### config.mk
export PLATFORM = sky130hd
export DESIGN_NAME = ps2_keyrx
export DESIGN_NICKNAME = d
export VERILOG_FILES = /design/src/rtl/ps2_keyrx_pkg.sv /design/src/rtl/ps2_line_sync.sv /design/src/rtl/ps2_frame_rx.sv /design/src/rtl/ps2_key_decode.sv /design/src/rtl/ps2_keyrx.sv
export SDC_FILE = /design/constraint.sdc
export NUM_CORES = 1
export LEC_CHECK = 0
export ABC_AREA = 1
export ABC_CLOCK_PERIOD_IN_PS = 3500
export BUFFER_PORTS_ARGS = -buffer_cell sky130_fd_sc_hd__buf_2
export CAP_MARGIN = 10
export CORE_UTILIZATION = 60
export CTS_CLUSTER_SIZE = 14
export DETAILED_ROUTE_END_ITERATION = 8
export PLACE_DENSITY = 0.79
export SLEW_MARGIN = 20
export SYNTH_ARGS = -nofsm -noshare
export SYNTH_HDL_FRONTEND = slang
export SYNTH_SLANG_ARGS = --single-unit
export TNS_END_PERCENT = 100
### constraint.sdc
create_clock -name clk -period 3.5 [get_ports clk]
set_input_delay 0.175 -clock clk [delete_from_list [all_inputs] [get_ports clk]]
set_output_delay 0.175 -clock clk [all_outputs]
set_load 0.01 [all_outputs]
### src/rtl/ps2_keyrx_pkg.sv
package ps2_keyrx_pkg;
  localparam int          FRAME_BITS = 11;
  localparam int          CNT_W      = $clog2(FRAME_BITS);
  localparam logic [7:0]  PFX_EXT    = 8'hE0;
  localparam logic [7:0]  PFX_REL    = 8'hF0;

  typedef struct packed {
    logic [7:0] code;
    logic       rel;
    logic       ext;
  } key_evt_t;
endpackage

### src/rtl/ps2_line_sync.sv
module ps2_line_sync #(
  parameter int SYNC_STAGES = 2,
  parameter int FILT_LEN    = 4
) (
  input  logic clk,
  input  logic rst_n,
  input  logic ps2_clk_i,
  input  logic ps2_dat_i,
  output logic fall_o,
  output logic dat_o
);
  localparam int FCNT_W = $clog2(FILT_LEN + 1);

  logic [SYNC_STAGES-1:0] clk_sr_q, clk_sr_d;
  logic [SYNC_STAGES-1:0] dat_sr_q, dat_sr_d;
  logic [FCNT_W-1:0]      fcnt_q, fcnt_d;
  logic                   filt_q, filt_d;
  logic                   fall_q, fall_d;
  logic                   sclk;

  generate
    if (SYNC_STAGES == 1) begin : g_one
      always_comb begin
        clk_sr_d = ps2_clk_i;
        dat_sr_d = ps2_dat_i;
      end
    end else begin : g_many
      always_comb begin
        clk_sr_d = {clk_sr_q[SYNC_STAGES-2:0], ps2_clk_i};
        dat_sr_d = {dat_sr_q[SYNC_STAGES-2:0], ps2_dat_i};
      end
    end
  endgenerate

  assign sclk = clk_sr_q[SYNC_STAGES-1];

  always_comb begin
    fcnt_d = '0;
    filt_d = filt_q;
    if (sclk != filt_q) begin
      if (fcnt_q == FCNT_W'(FILT_LEN - 1)) begin
        filt_d = sclk;
      end else begin
        fcnt_d = fcnt_q + 1'b1;
      end
    end
    fall_d = filt_q & ~filt_d;
  end

  always_ff @(posedge clk or negedge rst_n) begin
    if (!rst_n) begin
      clk_sr_q <= '1;
      dat_sr_q <= '1;
      fcnt_q   <= '0;
      filt_q   <= 1'b1;
      fall_q   <= 1'b0;
    end else begin
      clk_sr_q <= clk_sr_d;
      dat_sr_q <= dat_sr_d;
      fcnt_q   <= fcnt_d;
      filt_q   <= filt_d;
      fall_q   <= fall_d;
    end
  end

  assign fall_o = fall_q;
  assign dat_o  = dat_sr_q[SYNC_STAGES-1];

  AST_EDGE_ISOLATED: assert property (@(posedge clk) disable iff (!rst_n)
    fall_q |=> !fall_q);
endmodule

### src/rtl/ps2_frame_rx.sv
module ps2_frame_rx
  import ps2_keyrx_pkg::*;
#(
  parameter int TIMEOUT_CYC = 5000
) (
  input  logic       clk,
  input  logic       rst_n,
  input  logic       fall_i,
  input  logic       dat_i,
  output logic       byte_vld_o,
  output logic [7:0] byte_o,
  output logic       err_o
);
  localparam int TMO_W = $clog2(TIMEOUT_CYC + 1);

  logic [CNT_W-1:0] cnt_q, cnt_d;
  logic [7:0]       sh_q, sh_d;
  logic             par_q, par_d;
  logic [TMO_W-1:0] idle_q, idle_d;
  logic             vld_q, vld_d;
  logic             err_q, err_d;
  logic             tmo;

  assign tmo = (cnt_q != '0) && (idle_q == TMO_W'(TIMEOUT_CYC - 1));

  always_comb begin
    cnt_d  = cnt_q;
    sh_d   = sh_q;
    par_d  = par_q;
    idle_d = '0;
    vld_d  = 1'b0;
    err_d  = 1'b0;
    if (fall_i) begin
      if (cnt_q == '0) begin
        if (!dat_i) cnt_d = CNT_W'(1);
      end else if (cnt_q <= CNT_W'(8)) begin
        sh_d  = {dat_i, sh_q[7:1]};
        cnt_d = cnt_q + 1'b1;
      end else if (cnt_q == CNT_W'(9)) begin
        par_d = dat_i;
        cnt_d = cnt_q + 1'b1;
      end else begin
        cnt_d = '0;
        if (dat_i && (^{sh_q, par_q})) vld_d = 1'b1;
        else                           err_d = 1'b1;
      end
    end else if (tmo) begin
      cnt_d = '0;
    end else if (cnt_q != '0) begin
      idle_d = idle_q + 1'b1;
    end
  end

  always_ff @(posedge clk or negedge rst_n) begin
    if (!rst_n) begin
      cnt_q  <= '0;
      sh_q   <= '0;
      par_q  <= 1'b0;
      idle_q <= '0;
      vld_q  <= 1'b0;
      err_q  <= 1'b0;
    end else begin
      cnt_q  <= cnt_d;
      sh_q   <= sh_d;
      par_q  <= par_d;
      idle_q <= idle_d;
      vld_q  <= vld_d;
      err_q  <= err_d;
    end
  end

  assign byte_vld_o = vld_q;
  assign byte_o     = sh_q;
  assign err_o      = err_q;

  AST_BITCNT_RANGE: assert property (@(posedge clk) disable iff (!rst_n)
    cnt_q <= CNT_W'(FRAME_BITS - 1));
  AST_NO_EDGE_HOLDS: assert property (@(posedge clk) disable iff (!rst_n)
    (!fall_i && !tmo) |=> $stable(cnt_q));
  AST_RESULT_EXCLUSIVE: assert property (@(posedge clk) disable iff (!rst_n)
    !(vld_q && err_q));
endmodule

### src/rtl/ps2_key_decode.sv
module ps2_key_decode
  import ps2_keyrx_pkg::*;
(
  input  logic       clk,
  input  logic       rst_n,
  input  logic       byte_vld_i,
  input  logic [7:0] byte_i,
  output logic       evt_vld_o,
  output key_evt_t   evt_o
);
  logic     ext_pend_q, ext_pend_d;
  logic     rel_pend_q, rel_pend_d;
  logic     vld_q, vld_d;
  key_evt_t evt_q, evt_d;

  always_comb begin
    ext_pend_d = ext_pend_q;
    rel_pend_d = rel_pend_q;
    vld_d      = 1'b0;
    evt_d      = evt_q;
    if (byte_vld_i) begin
      if (byte_i == PFX_EXT) begin
        ext_pend_d = 1'b1;
      end else if (byte_i == PFX_REL) begin
        rel_pend_d = 1'b1;
      end else begin
        vld_d      = 1'b1;
        evt_d.code = byte_i;
        evt_d.rel  = rel_pend_q;
        evt_d.ext  = ext_pend_q;
        ext_pend_d = 1'b0;
        rel_pend_d = 1'b0;
      end
    end
  end

  always_ff @(posedge clk or negedge rst_n) begin
    if (!rst_n) begin
      ext_pend_q <= 1'b0;
      rel_pend_q <= 1'b0;
      vld_q      <= 1'b0;
      evt_q      <= '0;
    end else begin
      ext_pend_q <= ext_pend_d;
      rel_pend_q <= rel_pend_d;
      vld_q      <= vld_d;
      evt_q      <= evt_d;
    end
  end

  assign evt_vld_o = vld_q;
  assign evt_o     = evt_q;

  AST_PREFIX_SILENT: assert property (@(posedge clk) disable iff (!rst_n)
    (byte_vld_i && (byte_i == PFX_EXT || byte_i == PFX_REL)) |=> !vld_q);
  AST_SINGLE_PULSE: assert property (@(posedge clk) disable iff (!rst_n)
    vld_q |=> !vld_q);
endmodule

### src/rtl/ps2_keyrx.sv
module ps2_keyrx
  import ps2_keyrx_pkg::*;
#(
  parameter int SYNC_STAGES = 2,
  parameter int FILT_LEN    = 4,
  parameter int TIMEOUT_CYC = 5000
) (
  input  logic       clk,
  input  logic       rst_n,
  input  logic       ps2_clk_i,
  input  logic       ps2_dat_i,
  output logic       key_valid_o,
  output logic [7:0] key_code_o,
  output logic       key_rel_o,
  output logic       key_ext_o,
  output logic       frame_err_o
);
  logic [1:0] rst_sr_q;
  logic       rst_int_n;
  logic       fall, dat;
  logic       byte_vld;
  logic [7:0] byte_val;
  key_evt_t   evt;

  always_ff @(posedge clk or negedge rst_n) begin
    if (!rst_n) rst_sr_q <= 2'b00;
    else        rst_sr_q <= {rst_sr_q[0], 1'b1};
  end
  assign rst_int_n = rst_sr_q[1];

  ps2_line_sync #(.SYNC_STAGES(SYNC_STAGES), .FILT_LEN(FILT_LEN)) i_sync (
    .clk(clk), .rst_n(rst_int_n), .ps2_clk_i(ps2_clk_i), .ps2_dat_i(ps2_dat_i),
    .fall_o(fall), .dat_o(dat)
  );

  ps2_frame_rx #(.TIMEOUT_CYC(TIMEOUT_CYC)) i_rx (
    .clk(clk), .rst_n(rst_int_n), .fall_i(fall), .dat_i(dat),
    .byte_vld_o(byte_vld), .byte_o(byte_val), .err_o(frame_err_o)
  );

  ps2_key_decode i_dec (
    .clk(clk), .rst_n(rst_int_n), .byte_vld_i(byte_vld), .byte_i(byte_val),
    .evt_vld_o(key_valid_o), .evt_o(evt)
  );

  assign key_code_o = evt.code;
  assign key_rel_o  = evt.rel;
  assign key_ext_o  = evt.ext;

  AST_NO_COLLIDE: assert property (@(posedge clk) disable iff (!rst_int_n)
    !(key_valid_o && frame_err_o));
  AST_RESET_QUIET: assert property (@(posedge clk)
    !rst_n |-> (!key_valid_o && !frame_err_o));
endmodule

==> impl_metrics.env, run 1 <==
export IMPL_slowest_stage="dfrtp_1"
export IMPL_finalPower_mw=1.70
export IMPL_first_pass_iters=4
export IMPL_cts_htree_levels=2
export IMPL_yosysTopAreaCellShare=0.495
export IMPL_via_count=1717
export IMPL_finalCriticalPeriod_ns=1.64
export IMPL_avgSynthCellArea_um2=8.96
export IMPL_dp_cells=325
export IMPL_critPathMaxFanout=9
export IMPL_diodes=0
export IMPL_drtIter0Drc=143
export IMPL_ys_warn_count=0
export IMPL_seqCellArea_mm2=0.00131
export IMPL_dp_hpwl_um=2760
export IMPL_grt_overflow_total=0
export IMPL_crit_path_end_kind="register"
export IMPL_cts_buffers=5
export IMPL_synth_area_mm2=0.00237
export IMPL_vias_per_cell=5.11
export IMPL_synth_seq_cells=52
export IMPL_synth_area_leaders="dfrtp_1 (50%), nand2_1 (9.2%), inv_1 (5.7%)"
export IMPL_die_h_um=64.9
export IMPL_finalWeightedCongestion=0.888
export IMPL_rsz0062_at_grt="false"
export IMPL_crit_chain="inv_1 -> ha_1 -> inv_1 -> nor3_4 -> nor2_2 -> nand4_2 -> nand2_4 -> nor2_1"
export IMPL_cts_resized=0
export IMPL_synth_most_common_cell="nand2_1"
export IMPL_critPathMaxStageDelay_ns=0.40
export IMPL_start_kind="register"
export IMPL_die_area_mm2=0.00421
export IMPL_clockBufferDepth=2
export IMPL_crit_path_frequent_cell="inv_1"
export IMPL_netlist_cell_type_count=32
export IMPL_synth_nets=274
export IMPL_clk_latency_ns=0.32
export IMPL_slew_headroom=0.590
export IMPL_port_buffer_count=15
export IMPL_fill_cells=279
export IMPL_start_util=0.639
export IMPL_grt_usage=0.230
export IMPL_grt_pass1_vias=1760
export IMPL_core_mm2=0.00372
export IMPL_grt_pass1_wl_um=7310
export IMPL_synth_largest_area_cell="dfrtp_1"
export IMPL_drv_cap=0
export IMPL_drt_drc_violations_left=0
export IMPL_drive_above_1_share=0.160
export IMPL_nets=296
export IMPL_cts_root_buf="clkbuf_8"
export IMPL_grt_max_degree=51
export IMPL_clk_pin_slew_ns=0.10
export IMPL_cts_tree="yes"
export IMPL_ant_nets=0
export IMPL_seq_area_frac_synth=0.551
export IMPL_max_clock_freq_mhz=609
export IMPL_worstRegToRegCells=8
export IMPL_tns_ns=0
export IMPL_drt_total_wl_um=3990
export IMPL_worstReg2RegStart="i_rx.cnt_q[0]"
export IMPL_ff2ff_setup_slack_ns=1.86
export IMPL_worst_pin_slew_ns=0.615
export IMPL_required_ns=3.71
export IMPL_worstSetupPathType="register to register"
export IMPL_grt_antenna_before_repair=0
export IMPL_finalCritPeriodShare=0.469
export IMPL_finalNonFillerCells=336
export IMPL_num_rows=22
export IMPL_hp_class="input port to asynchronous set/reset pin"
export IMPL_die_x_um=64.9
export IMPL_cpLargestDelayFamily="simple AND/OR/NAND/NOR gates"
export IMPL_p_per_area_mw_per_mm2=650
export IMPL_multi_input_area_um2=903
export IMPL_cts_sinks=52
export IMPL_path_buf_inv=2
export IMPL_report_final_slew_viol_count=0
export IMPL_async_flop_share=1.00
export IMPL_status="finished clean"
export IMPL_synth_edf_count=0
export IMPL_ios=16
export IMPL_p_leak_nw=1.33
export IMPL_ys_flop_type="dfrtp_1"
export IMPL_fin_skew_ns=0.0115
export IMPL_synth_cells=265
export IMPL_routedWlPerCell_um=11.9
export IMPL_r2r_end="i_rx.idle_q[5]"
export IMPL_setup_violations=0
export IMPL_area_growth_pct=10.3
export IMPL_finish_utilization=0.705
export IMPL_vdd_drop_max_mv=0.547
export IMPL_synth_common_cells="nand2_1 (58), dfrtp_1 (47), inv_1 (36)"
export IMPL_hold_viol_final=0
export IMPL_arrival_ns=1.85
## metrics by stage
| stage | setup slack, ns | area, um^2 | hold slack [ns] |
|---|---|---|---|
| after global routing | 1.67 | 2620 | 0.160 |
| after CTS | 1.85 | 2620 | 0.138 |
| final | 1.86 | 2620 | 0.165 |
| after detailed placement | 1.87 | 2490 | -0.0383 |
| after global placement | 1.91 | 2490 | -0.0382 |
| after floorplan | 1.95 | 2370 | -0.121 |
## worst max path at each step
stage                  startpoint        endpoint  slack (ns)  cells after the start
global placement    i_rx.cnt_q[0]  i_rx.idle_q[8]        1.91                      8
floorplan             rst_sr_q[1]  i_dec.evt_o[0]        1.95                      0
detailed placement  i_rx.cnt_q[0]   i_rx.cnt_q[3]        1.87                      8
CTS                 i_rx.cnt_q[0]  i_rx.idle_q[5]        1.85                      8
finish              i_rx.cnt_q[0]  i_rx.idle_q[5]        1.86                      8
global route        i_rx.cnt_q[0]   i_rx.cnt_q[0]        1.67                      8
## per-layer routing
layer  routed length (um)  part of all wire  vias up  global-route usage
met5                    0                 0        -                   0
met4                   60             0.015        0              0.0917
met3                  138             0.035        7              0.0687
met2                 1880              0.47       23               0.379
met1                 1910              0.48      812               0.283
li1                     -                 -      875                   -
## flip-flops by register name, indices dropped and copies added, names as in the netlist
signal	cells
i_dec.ext_pend_q	1
i_rx.par_q	1
i_dec.rel_pend_q	1
i_rx.byte_vld_o	1
i_sync.filt_q	1
i_sync.fcnt_q	3
i_dec.evt_vld_o	1
i_sync.clk_sr_q	2
i_dec.evt_o	10
i_rx.cnt_q	4
i_sync.fall_o	1
i_rx.idle_q	13
rst_sr_q	2
i_rx.byte_o	8
i_rx.err_o	1
i_sync.dat_sr_q	2
## kinds of logic after synthesis
group,Yosys count,share of synthesized area
simple gates,128,0.252
flops,52,0.551
buf+inv,41,0.0690
compound gates,30,0.0711
xor+xnor,8,0.0295
fa+ha+maj,5,0.0263
other cells,1,0.00158
## area by class of cell
type                            count  area share
Sequential cell                    52       0.500
Multi-Input combinational cell    172       0.345
Inverter                           38      0.0544
Timing Repair Buffer               18      0.0401
Clock buffer                        5      0.0263
Tap cell                           48      0.0229
Clock inverter                      3      0.0110
## cell usage in the layout (no fill, tap or decap)
master	Yosys	layout
nor3_1	6	6
or2_2	1	1
nand4_1	2	2
nand3_2	1	1
inv_8	0	1
nor2_1	29	29
nand2_2	1	1
o21ai_2	1	1
dfrtp_4	0	1
nor3b_1	1	1
o2111ai_1	1	1
inv_1	36	36
nand2_1	58	58
a21oi_1	6	6
and3_1	1	1
nor3_4	1	1
nand3_1	15	15
nor2_2	5	5
dlygate4sd3_1	0	3
nand4_2	1	1
xor2_1	5	5
dfstp_2	5	5
clkbuf_8	0	5
ha_1	5	5
nand3_4	1	1
nand2_4	1	1
nor3_2	1	1
conb_1	1	1
o21ai_0	21	21
nor4_1	3	3
o21ai_4	1	1
buf_2	2	15
xnor2_1	3	3
inv_6	0	2
dfrtp_1	47	46
inv_2	2	2
## power by group
part	total [mW]	leakage, nW	internal, mW	switching, mW
logic	0.502	0.589	0.186	0.316
clock network	0.372	0.0511	0.151	0.220
registers	0.830	0.687	0.715	0.115
total	1.70	1.33	1.05	0.651
## what timing repair did
| action | CTS | global route |
|---|---|---|
| hold endpoints to repair | 4 | 0 |
| hold buffers | 3 | 0 |
| setup buffers | 0 | 0 |
Note: power is estimated with default switching activity, not from simulation.
==> run 2, diff against run 1 <==
- ABC_CLOCK_PERIOD_IN_PS: 3500 -> 1500
- CORE_UTILIZATION: 60 -> 53
- PLACE_DENSITY: 0.79 -> 0.74
- clock period: 3.5 -> 1.5 ns (I/O delays scaled with it)
==> run 2 against run 1 <==
  * Design area is 6.4% higher
  * Routed wire length is 1.8% higher
  * Via count is 2.2% higher
  * Largest cell class unchanged
  * Clock skew is 0.0061 ns lower
  * Sequential power is 130% higher
  * Count of clock-buffer cells in the layout is 2 higher
==> impl_metrics.env, run 2 (synthesized netlist as in run 1, its figures left out) <==
export IMPL_status="finished clean"
export IMPL_hold_viol_final=0
export IMPL_critPathMaxFanout=5
export IMPL_report_final_slew_viol_count=0
export IMPL_drt_total_wl_um=4060
export IMPL_finalCritPeriodShare=0.979
export IMPL_grt_pass1_wl_um=6780
export IMPL_grt_antenna_before_repair=0
export IMPL_finalWeightedCongestion=0.847
export IMPL_cts_htree_levels=2
export IMPL_drv_cap=0
export IMPL_finalPower_mw=4.26
export IMPL_ios=16
export IMPL_slowest_stage="dfrtp_1"
export IMPL_postLayoutCellArea_mm2=0.00279
export IMPL_grtUsageMet3=0.0493
export IMPL_cts_tree="yes"
export IMPL_grt_max_degree=37
export IMPL_finalCriticalPeriod_ns=1.47
export IMPL_grt_use_met1=0.248
export IMPL_num_rows=23
export IMPL_worstRegToRegCells=8
export IMPL_grt_overflow_total=0
export IMPL_cts_sinks=52
export IMPL_area_growth_pct=17.4
export IMPL_p_per_area_mw_per_mm2=1530
export IMPL_worstSetupEndpoint="i_rx.cnt_q[0]"
export IMPL_max_clock_freq_mhz=681
export IMPL_ff2ff_setup_slack_ns=0.03
export IMPL_cts_root_buf="clkbuf_8"
export IMPL_fin_skew_ns=0.00537
export IMPL_required_ns=1.72
export IMPL_crit_path_end_kind="register"
export IMPL_port_buffer_count=15
export IMPL_drt_drc_violations_left=0
export IMPL_start_util=0.573
export IMPL_dp_hpwl_um=2970
export IMPL_die_h_um=68.9
export IMPL_holdWs_ns=0.0707
export IMPL_cts_buffers=5
export IMPL_crit_chain="inv_2 -> ha_2 -> inv_2 -> nor3_4 -> inv_2 -> o21ai_4 -> nand3_1 -> o21ai_0"
export IMPL_worstReg2RegStart="i_rx.cnt_q[0]"
export IMPL_drtIter0Drc=101
export IMPL_vdd_drop_max_mv=0.926
export IMPL_dpl_cell_area_mm2=0.00259
export IMPL_layout_commonest_cell="nand2_1"
export IMPL_setup_violations=0
export IMPL_ant_nets=0
export IMPL_p_leak_nw=1.40
export IMPL_routedWlPerCell_um=11.5
export IMPL_clockBufferDepth=2
export IMPL_crit_path_frequent_cell="inv_2"
export IMPL_start_kind="register"
export IMPL_via_count=1754
export IMPL_clk_latency_ns=0.30
export IMPL_die_area_mm2=0.00475
export IMPL_grt_usage=0.197
export IMPL_grt_util_met2=0.314
export IMPL_nets=311
export IMPL_grt_pass1_vias=1591
export IMPL_die_x_um=68.9
export IMPL_diodes=0
export IMPL_r2r_end="i_rx.cnt_q[0]"
export IMPL_rsz0062_at_grt="true"
export IMPL_top_usage_layer="met2"
export IMPL_hp_class="input port to asynchronous set/reset pin"
export IMPL_final_cell_mix="nand2_1 (57), dfrtp_1 (46), inv_1 (33)"
export IMPL_vias_per_cell=4.97
export IMPL_arrival_ns=1.69
export IMPL_tns_ns=0
export IMPL_clk_pin_slew_ns=0.09
export IMPL_drive_above_1_share=0.221
export IMPL_first_pass_iters=4
export IMPL_startpoint="i_rx.cnt_q[0]"
export IMPL_largest_reg_flops=13
export IMPL_core_mm2=0.00414
export IMPL_worstSetupPathType="register to register"
export IMPL_critPathMaxStageDelay_ns=0.40
export IMPL_top_register="i_rx.idle_q"
## run 2: cell count changes in the layout (fill, tap and decap cells not counted), moves of 2 or more
cell / change
buf_4: +13
inv_1: -3
inv_2: +3
clkbuf_1: +2
ha_1: -2
ha_2: +2
inv_6: -2
nor2_1: -2
nor2_4: +2
## run 2: routing by layer
layer	vias up	routed length, um
met5	-	0
met4	0	88
met3	8	138
met2	29	1880
met1	811	1950
li1	906	-
## run 2: worst min path at each step
stage          slack [ns]  cells after the start  start     endpoint
2_1_floorplan       -0.22                      0  rst_n  rst_sr_q[0]
3_3_place_gp        -0.14                      1  rst_n  rst_sr_q[0]
3_5_place_dp        -0.14                      1  rst_n  rst_sr_q[0]
4_1_cts              0.07                      2  rst_n  rst_sr_q[1]
5_1_grt              0.09                      2  rst_n  rst_sr_q[1]
6_report             0.07                      2  rst_n  rst_sr_q[1]
## run 2: stage by stage
stage / setup WS, ns / util / std cells
3_5_place_dp: -0.121 / 0.626 / 339
6_report: 0.0321 / 0.673 / 353
3_3_place_gp: -0.0291 / 0.626 / 339
2_1_floorplan: 0.0517 / - / 265
5_1_grt: -0.0440 / 0.673 / 353
4_1_cts: 0.00738 / 0.660 / 350
## run 2: repair_timing
action                     in CTS  in global routing
setup buffers                   0                  3
resized for setup               2                 11
setup endpoints to repair      12                 21
hold endpoints to repair        4                  0
hold buffers                    3                  0
gates cloned                    0                  0
pin swaps                       0                  4
## run 2: area by class of cell
cell class / instances / area [um^2]
Inverter: 38 / 143
Clock inverter: 1 / 30.0
Tap cell: 50 / 62.6
Timing Repair Buffer: 33 / 234
Multi-Input combinational cell: 172 / 933
Fill cell: 347 / 1360
Clock buffer: 7 / 76.3
Sequential cell: 52 / 1310
## run 2: worst max-delay path, delay by kind of cell, from the launching register on
kind | cells | cell delay [ns]
simple gates | 2 | 0.29
fa+ha+maj | 1 | 0.17
buf+inv | 3 | 0.24
flops | 1 | 0.40
compound gates | 2 | 0.30
## run 2: report_power, final
group | internal (mW) | total [mW] | switching, mW
sequential | 1.67 | 1.91 | 0.241
clock | 0.500 | 0.937 | 0.438
combinational | 0.594 | 1.41 | 0.815
